`src/rtl/fsa_pkg.sv`:
```
package fsa_pkg;

    typedef struct packed {
        logic [4:0] cnt;
        logic       adv;
        logic       xdly_odd;
        logic       xdly_even;
        logic       hadv_odd;
        logic       hadv_even;
    } evt_cfg_t;

    localparam evt_cfg_t VEND_RST = '{cnt: 5'd20, adv: 1'b0, xdly_odd: 1'b0,
                                      xdly_even: 1'b0, hadv_odd: 1'b0, hadv_even: 1'b0};
    localparam evt_cfg_t FTOG_RST = '{cnt: 5'd3, adv: 1'b1, xdly_odd: 1'b0,
                                      xdly_even: 1'b1, hadv_odd: 1'b0, hadv_even: 1'b0};

    typedef enum logic {VS_LOW = 1'b0, VS_HIGH = 1'b1} vs_state_t;
    typedef enum logic {FLD_LO = 1'b0, FLD_HI = 1'b1} fld_state_t;

endpackage

```
`src/rtl/fsa_halfpos_ctr.sv`:
```
module fsa_halfpos_ctr #(
    parameter int FIELD_HALVES = 625,
    localparam int POS_W = $clog2(FIELD_HALVES)
) (
    input  logic             clk,
    input  logic             rst_n,
    input  logic             step_i,
    input  logic             restart_i,
    output logic [POS_W-1:0] pos_nxt_o,
    output logic [POS_W-1:0] pos_q_o
);
    localparam logic [POS_W-1:0] LAST = POS_W'(FIELD_HALVES - 1);

    always_comb begin
        if (restart_i)
            pos_nxt_o = '0;
        else if (pos_q_o == LAST)
            pos_nxt_o = '0;
        else
            pos_nxt_o = pos_q_o + 1'b1;
    end

    always_ff @(posedge clk or negedge rst_n) begin
        if (!rst_n)
            pos_q_o <= '0;
        else if (step_i)
            pos_q_o <= pos_nxt_o;
    end
endmodule

```
`src/rtl/fsa_event_target.sv`:
```
module fsa_event_target #(
    parameter int FIELD_HALVES = 625,
    parameter int REF_H        = 0,
    localparam int POS_W = $clog2(FIELD_HALVES),
    localparam int TW    = POS_W + 2
) (
    input  logic [4:0]       cnt_i,
    input  logic             adv_i,
    input  logic             xdly_i,
    input  logic             hadv_i,
    output logic [POS_W-1:0] target_o
);
    // Bias by one field so an advance never goes below zero before reduction.
    localparam logic [TW-1:0] BASE = TW'(REF_H + FIELD_HALVES);
    localparam logic [TW-1:0] FH_V = TW'(FIELD_HALVES);

    logic [TW-1:0] off;
    logic [TW-1:0] raw;
    logic [TW-1:0] red1;
    logic [TW-1:0] red2;

    always_comb begin
        off  = TW'({cnt_i, 1'b0});
        raw  = adv_i ? (BASE - off) : (BASE + off);
        raw  = raw + (xdly_i ? TW'(2) : TW'(0)) - (hadv_i ? TW'(1) : TW'(0));
        red1 = (raw  >= FH_V) ? (raw  - FH_V) : raw;
        red2 = (red1 >= FH_V) ? (red1 - FH_V) : red1;
        target_o = red2[POS_W-1:0];
    end
endmodule

```
`src/rtl/field_sync_adj.sv`:
```
module field_sync_adj
    import fsa_pkg::*;
#(
    parameter int FIELD_HALVES  = 625,
    parameter int VS_RISE_H     = 0,
    parameter int VEND_REF_LINE = 4,
    parameter int FTOG_REF_LINE = 4,
    localparam int POS_W = $clog2(FIELD_HALVES)
) (
    input  logic       clk,
    input  logic       rst_n,
    input  logic       line_stb_i,
    input  logic       half_stb_i,
    input  logic       field_start_i,
    input  logic       field_odd_i,
    input  logic [4:0] vend_cnt_i,
    input  logic       vend_adv_i,
    input  logic       vend_xdly_odd_i,
    input  logic       vend_xdly_even_i,
    input  logic       vend_hadv_odd_i,
    input  logic       vend_hadv_even_i,
    input  logic [4:0] ftog_cnt_i,
    input  logic       ftog_adv_i,
    input  logic       ftog_xdly_odd_i,
    input  logic       ftog_xdly_even_i,
    output logic       vs_o,
    output logic       field_o,
    output logic       vbit_o,
    output logic       fbit_o
);
    localparam logic [POS_W-1:0] RISE_POS = POS_W'(VS_RISE_H);

    logic             step;
    logic             restart;
    logic [POS_W-1:0] pos_nxt;
    logic [POS_W-1:0] pos_q;
    logic [POS_W-1:0] vend_t;
    logic [POS_W-1:0] ftog_t;

    evt_cfg_t vend_live, ftog_live;
    evt_cfg_t vend_q,    ftog_q;
    evt_cfg_t vend_use,  ftog_use;
    logic     odd_q, odd_use;

    vs_state_t  vs_st,  vs_nx;
    fld_state_t fld_st, fld_nx;

    assign step    = line_stb_i | half_stb_i;
    assign restart = line_stb_i & field_start_i;

    always_comb begin
        vend_live = '{cnt: vend_cnt_i, adv: vend_adv_i, xdly_odd: vend_xdly_odd_i,
                      xdly_even: vend_xdly_even_i, hadv_odd: vend_hadv_odd_i,
                      hadv_even: vend_hadv_even_i};
        ftog_live = '{cnt: ftog_cnt_i, adv: ftog_adv_i, xdly_odd: ftog_xdly_odd_i,
                      xdly_even: ftog_xdly_even_i, hadv_odd: 1'b0, hadv_even: 1'b0};
        vend_use  = restart ? vend_live   : vend_q;
        ftog_use  = restart ? ftog_live   : ftog_q;
        odd_use   = restart ? field_odd_i : odd_q;
    end

    // Settings and parity are captured once per field.
    always_ff @(posedge clk or negedge rst_n) begin
        if (!rst_n) begin
            vend_q <= VEND_RST;
            ftog_q <= FTOG_RST;
            odd_q  <= 1'b0;
        end else if (restart) begin
            vend_q <= vend_live;
            ftog_q <= ftog_live;
            odd_q  <= field_odd_i;
        end
    end

    fsa_halfpos_ctr #(.FIELD_HALVES(FIELD_HALVES)) u_pos (
        .clk       (clk),
        .rst_n     (rst_n),
        .step_i    (step),
        .restart_i (restart),
        .pos_nxt_o (pos_nxt),
        .pos_q_o   (pos_q)
    );

    fsa_event_target #(.FIELD_HALVES(FIELD_HALVES), .REF_H(2 * VEND_REF_LINE)) u_vend (
        .cnt_i    (vend_use.cnt),
        .adv_i    (vend_use.adv),
        .xdly_i   (odd_use ? vend_use.xdly_odd : vend_use.xdly_even),
        .hadv_i   (odd_use ? vend_use.hadv_odd : vend_use.hadv_even),
        .target_o (vend_t)
    );

    fsa_event_target #(.FIELD_HALVES(FIELD_HALVES), .REF_H(2 * FTOG_REF_LINE)) u_ftog (
        .cnt_i    (ftog_use.cnt),
        .adv_i    (ftog_use.adv),
        .xdly_i   (odd_use ? ftog_use.xdly_odd : ftog_use.xdly_even),
        .hadv_i   (1'b0),
        .target_o (ftog_t)
    );

    // Next-state logic for both machines.
    always_comb begin
        vs_nx  = vs_st;
        fld_nx = fld_st;
        if (step) begin
            unique case (vs_st)
                VS_LOW:  if (pos_nxt == RISE_POS) vs_nx = VS_HIGH;
                VS_HIGH: if (pos_nxt == vend_t && pos_nxt != RISE_POS) vs_nx = VS_LOW;
                default: vs_nx = VS_LOW;
            endcase
            unique case (fld_st)
                FLD_LO:  if (pos_nxt == ftog_t) fld_nx = FLD_HI;
                FLD_HI:  if (pos_nxt == ftog_t) fld_nx = FLD_LO;
                default: fld_nx = FLD_LO;
            endcase
        end
    end

    always_ff @(posedge clk or negedge rst_n) begin
        if (!rst_n) begin
            vs_st  <= VS_LOW;
            fld_st <= FLD_LO;
        end else begin
            vs_st  <= vs_nx;
            fld_st <= fld_nx;
        end
    end

    // One flop per event drives the pin and the code bit together.
    always_comb begin
        vs_o    = (vs_st == VS_HIGH);
        vbit_o  = (vs_st == VS_HIGH);
        field_o = (fld_st == FLD_HI);
        fbit_o  = (fld_st == FLD_HI);
    end
endmodule

```
`config.mk`:
```
export PLATFORM = sky130hd
export DESIGN_NAME = field_sync_adj
export DESIGN_NICKNAME = d
export VERILOG_FILES = /design/src/rtl/fsa_pkg.sv /design/src/rtl/fsa_halfpos_ctr.sv /design/src/rtl/fsa_event_target.sv /design/src/rtl/field_sync_adj.sv
export SDC_FILE = /design/constraint.sdc
export NUM_CORES = 1
export LEC_CHECK = 0
export BUFFER_PORTS_ARGS = -buffer_cell sky130_fd_sc_hd__buf_4
export CAP_MARGIN = 0
export CELL_PAD_IN_SITES_DETAIL_PLACEMENT = 1
export CELL_PAD_IN_SITES_GLOBAL_PLACEMENT = 2
export CORE_UTILIZATION = 41
export CTS_CLUSTER_DIAMETER = 100
export DETAILED_ROUTE_END_ITERATION = 12
export HOLD_SLACK_MARGIN = 0.1
export MAX_ROUTING_LAYER = met4
export PLACE_DENSITY = 0.95
export SKIP_CTS_REPAIR_TIMING = 1
export SYNTH_ARGS = -nofsm -noshare
export SYNTH_HDL_FRONTEND = slang
export SYNTH_SLANG_ARGS = --single-unit
```
`constraint.sdc`:
```
create_clock -name clk -period 9.55 [get_ports clk]
set_input_delay 0.4775 -clock clk [delete_from_list [all_inputs] [get_ports clk]]
set_output_delay 0.4775 -clock clk [all_outputs]
set_load 0.005 [all_outputs]
```
After elaboration in Yosys (flattened, before gate mapping)
Cells that the tools add are included.

Output and inout port bits: 4. Bits in registers: 31. Bits in read-only memories: 0. Input port bits: 24. Memories kept: 0. Bits in latches: 0. Bits in writable memories: 0.

Reductions and logical operators: 3. Multiplexer cells: 23. Equal/unequal tests: 3. Multiply operators: 0. $lt $le $gt $ge: 4. $add $sub $neg: 12. Div/mod/pow operators: 0. Bitwise operators: 4. Shift-type cells: 0.

Operators by type and width (count): $mux 10 (6); $ge 12x10->1 const B (4); $mux 12 (4); $add 12x12->12 (2); $sub 12x10->12 const B (2); $add 10x6->11 const A (2); $sub 10x6->11 const A (2); $eq 10x10->1 (2); $sub 10x10->10 const B (2); $sub 12x12->12 (1); $add 10x1->10 const B (1); $eq 10x10->1 const B (1); $logic_not 10->1 (1); $reduce_bool 10->1 (1); $mux 1 (9); $mux 2 (2); $pmux 1 s2 (2); $not 1->1 (2); $and 1x1->1 (1); $logic_and 1x1->1 (1); $or 1x1->1 (1).

Depth between registers and ports, before layout
Word-level depth: 14. Depth in mapped cells: 30.

Modules after synthesis
From an unflattened synthesis, not the netlist that was laid out.

Cells, all modules: 600. Area, all modules: 4949.7 sq um.

Modules (own cells, without submodules): fsa_event_target (times used 2, area an instance 1545.2 sq um, cells each 214); field_sync_adj (times used 1, area an instance 1101.1 sq um, cells each 86); fsa_halfpos_ctr (times used 1, area an instance 758.2 sq um, cells each 86).

Worst setup path after synthesis
OpenSTA, ideal clock, no wires.

Path kind: input to register. Start: in field_start_i. End: reg fld_st (netlist: fbit_o). Path buffers: 6. Arrival time: 5.857 ns. Library setup time: 0.123 ns. Stages on the path: 29. Slack: 3.570 ns. Path through: buf_6 buf_6 buf_8 and3_1 a21oi_1 inv_1 ha_1 a21boi_0 xnor2_1 a221oi_2 xnor2_1 clkinv_2 ha_1 buf_2 a21oi_1 ha_1 clkbuf_1 buf_2 o21ai_4 ha_1 inv_1 nor3b_1 nand2_1 o221ai_1 a31oi_2 or3_1 a2111oi_2 nand4_1 xnor2_1.

RTL lines: start: declaration (RTL line field_sync_adj.sv:14) `input logic field_start_i,`; end signal: assignment (RTL line field_sync_adj.sv:124) `fld_st <= fld_nx;`; end: declaration (RTL line field_sync_adj.sv:46) `fld_state_t fld_st, fld_nx;`.

==> impl_results.md <==
* Worst-path maximum fanout at 33
* Worst setup SP type: input port
* Worst reg-to-reg setup slack at 3.32 ns
* Pin count of the biggest net entering global routing at 34
* CP required at 9.73 ns
* P_int at 597 µW
* Crit path kind: input port to register
* Top cells by count, synth: 50 x nand2_1, 45 x nor2_1, 37 x xnor2_1
* Critical Path End Type: register
* Post-synthesis compound-gate area fraction at 29.5%
* Detailed Route Iter0 Violations at 307
* Initial antenna violation count at 0
* Most frequent cell after synthesis: nand2_1
* Worst skew pair latency at 0.30 ns
* Sw Share at between 50% and 60%
* Xor and xnor area share after synthesis at 10.2%
* Post-Synth Adder-Cell Area at around 7.3%
* CTS tree: yes
* Clk sink count at 31
* Post-route insts no fill at 723
* FF-to-FF Start: ftog_q[7]
* Drt wl/cell at 19.2 µm
* Post-placement worst setup slack at 2.49 ns
* Syn nets at 618
* VDD IR max at 0.0865 mV
* Port Buffers at 27
* Die area at 0.0117 mm²
* Cell Rows at 38
* Area of the multi-input gates at 0.00356 mm²
* CP Cell Sequence: buf_4 > nand2_1 > a21oi_1 > inv_1 > ha_1 > a21boi_0 > xnor2_1 > a221oi_2 > xnor2_1 > clkinv_2 > ha_1 > a21oi_1 > ha_1 > o21ai_4 > ha_1 > inv_1 > nor3b_1 > nand2_1 > o221ai_1 > a31oi_2 > or3_1 > a2111oi_2 > nand4_1 > xnor2_1
* Buffers and inverters on the worst path at 4
* CTS Root Buffer Type: clkbuf_8
* Number of remaining DRC errors at 0
* Cell taking the most area after synthesis: dfrtp_1
* CP arrival at 7.06 ns
* Dpl hpwl at 11,100 µm
* Tmin final at 6.88 ns
* Die span in y at 108 µm
* # IOs at 28
* Netlist cell types at 103
* Synthesized cell area at 0.00461 mm²
* Number of global-route vias before repair at 4,598
* Area growth, synth to finish at 7.60%
* Main combinational cell family by area after synthesis: compound AO/OA/AOI/OAI gates
* Tightest Pin Transition at 0.726 ns
* Nets at 633
* Final setup violation count at 0
* Clk pin slew, worst setup/hold paths at 0.08 ns
* Post-synthesis simple-gate area fraction at a little under a quarter
* H-Tree Depth at 2
* Number of instances in the placed design at 715
* Slowest CP cell: a221oi_2
* Routed Antenna Nets at 0
* Sequential Power Share at 13.4%
* Post-Route Utilization at 45.5%
* Synth area leaders: dfrtp_1 14%, ha_1 7.3%, xnor2_1 7.0%, nand2_1 4.1%, nor2_1 3.7%
* Initial Utilization at 42.3%
* FF-to-FF End: fbit_o
* N_diodes at 0
* Clock skew at 0.00871 ns
* Largest delay share family, worst path: compound AO/OA/AOI/OAI gates
* Status: complete, no violations
* Setup tns final at 0 ns
* Clock Power Share at 9.5%
* Comb pwr share at 77.1%
* Synth Flop Type: dfrtp_1
* Peak Freq at ~0.15 GHz
* Leak at 2.03 nW
* Mux cell area share after synthesis at 6.65%
* Post-synth EDFFs at 0
* Unrepaired setup endpoints after global routing: no
* Top cell type's share of synthesized area at 13.6%
* Crit path largest cell delay at 0.51 ns
* CTS Buf Count at 5
* DRT Pass-1 Iters at 5
* Hold crit path type: input port to asynchronous set/reset pin
* Asr flop ratio synth at 100%
* Endpoints failing hold at 0
* Vias at 4,486
* Total of max-cap violations at 0
* Grt ovf at 0
* Max Slew Vio Count at 0
* Core area at 0.0109 mm²
* Slew headroom at 50.9%
* Seq. cell area at 783 µm²
* Synth Warn # at 0
* Final wirelength at approximately 14,000 µm
* Gr usage total at 25.4%
* Syn_area_per_cell at 8.13 µm²
* Fill cells at approximately 1.4k
* Routability cong. at 0.903
* Ratio of cells with drive above 1 in the final layout at approximately 17%
* Syn Inst Count at 567
* Reg2Reg Depth at 22
* Register area share after synthesis at 17.0%
* Period utilization at 72.1%
* Register bit total from synthesis at 31
* Clock Tree Buf Depth at 2
* Setup ws final at 2.67 ns
* Power Density at 258 mW/mm²
* Critical Path Most Common Cell: ha_1
* Die Wd at between 100 and 150 µm
* Vias/cell at 6.20
* Sw Pwr at 683 µW
* Global-route wire length before repair at 22,800 µm
==> power by group through the flow <==
| stage | combinational [mW] | sequential (mW) | clock (mW) |
|---|---|---|---|
| finish | 0.986 | 0.171 | 0.122 |
| global route | 1.09 | 0.174 | 0.130 |
| CTS | 0.977 | 0.171 | 0.125 |
| detailed placement | 0.968 | 0.173 | 0 |
| global placement | 0.931 | 0.172 | 0 |
| floorplan | 0.757 | 0.167 | 0 |
==> worst register-to-register path, stage by stage (launching register included) <==
cell       delay, ns
dfrtp_1         0.40
a21oi_1         0.33
inv_1           0.15
ha_1            0.22
a21boi_0        0.36
xnor2_1         0.14
a221oi_2        0.51
xnor2_1         0.27
clkinv_2        0.18
ha_1            0.34
a21oi_1         0.12
ha_1            0.43
o21ai_4         0.23
ha_1            0.26
inv_1           0.07
nor3b_1         0.43
nand2_1         0.12
o221ai_1        0.25
a31oi_2         0.22
or3_1           0.46
a2111oi_2       0.31
nand4_1         0.16
xnor2_1         0.15
==> area by class of cell <==
type	instances	share of cell area, %
sequential	31	15.8
clock buffer	8	2.02
tap	140	3.53
timing repair buffer	28	4.24
inverter	34	2.60
multi-input combinational	482	71.8
==> registers in the layout, summed over array words and instances (netlist names) <==
signal         cells
u_pos.pos_q_o     10
vend_q            10
ftog_q             8
fbit_o             1
odd_q              1
vbit_o             1
==> through the flow <==
| step | cell area, µm² | power, mW | hold slack (ns) |
|---|---|---|---|
| 2_1_floorplan | 4610 | 0.924 | 0.182 |
| 5_1_grt | 4960 | 1.39 | 0.140 |
| 3_3_place_gp | 4860 | 1.10 | 0.439 |
| 4_1_cts | 4960 | 1.27 | 0.123 |
| 6_report | 4960 | 1.28 | 0.110 |
| 3_5_place_dp | 4860 | 1.14 | 0.451 |
==> how the worst max path moves through the flow <==
stage,startpoint,end,slack [ns],depth (start not counted)
after global placement,line_stb_i,fbit_o,2.91,24
after CTS,line_stb_i,fbit_o,2.74,24
after floorplan,field_start_i,fbit_o,3.57,29
final,line_stb_i,fbit_o,2.67,24
after global routing,line_stb_i,fbit_o,2.09,25
after detailed placement,line_stb_i,fbit_o,2.49,24
==> layout by cell type (no fill, tap or decap), types with 4 or more instances in the layout <==
| master | netlist | routed |
|---|---|---|
| nand2_1 | 50 | 50 |
| o21ai_0 | 25 | 25 |
| mux2i_1 | 16 | 16 |
| o211ai_1 | 8 | 8 |
| o21ai_1 | 6 | 6 |
| dfstp_2 | 6 | 6 |
| a31oi_1 | 8 | 8 |
| dfrtp_1 | 25 | 25 |
| nand4_1 | 9 | 9 |
| mux2_2 | 12 | 12 |
| a211oi_1 | 10 | 10 |
| nor3_1 | 13 | 13 |
| a21bo_2 | 6 | 6 |
| inv_1 | 30 | 30 |
| nand2b_1 | 5 | 5 |
| or3_1 | 7 | 7 |
| o31ai_1 | 8 | 8 |
| ha_1 | 27 | 27 |
| nor2_1 | 45 | 45 |
| and2_1 | 7 | 7 |
| o22ai_1 | 4 | 4 |
| nor4_1 | 6 | 6 |
| and3_1 | 8 | 8 |
| a21oi_1 | 23 | 23 |
| xnor2_1 | 37 | 37 |
| a21boi_0 | 5 | 5 |
| nand3_1 | 27 | 27 |
| xor2_1 | 8 | 8 |
| a21o_1 | 6 | 6 |
| o211a_1 | 4 | 4 |
| a211oi_2 | 4 | 4 |
| buf_4 | 2 | 28 |
| clkbuf_8 | 0 | 7 |
==> kinds of logic (layout without fill, tap and decap cells) <==
group	Yosys count	after routing
AND/OR/NAND/NOR	206	206
AO/OA/AOI/OAI	171	171
buffers and inverters	54	70
XOR/XNOR	49	49
flip-flops	31	31
multiplexers	29	29
adder cells (fa/ha/maj)	27	27
==> metal layers <==
layer / global-route usage (%) / part of all wire [%] / vias up
li1: - / - / 2144
met1: 32.6 / 47 / 2224
met3: 2.89 / 3.4 / 18
met4: 5.87 / 1.4 / 0
met5: - / 0 / -
met2: 42.7 / 48 / 100
(Power assumes the default switching activity.)
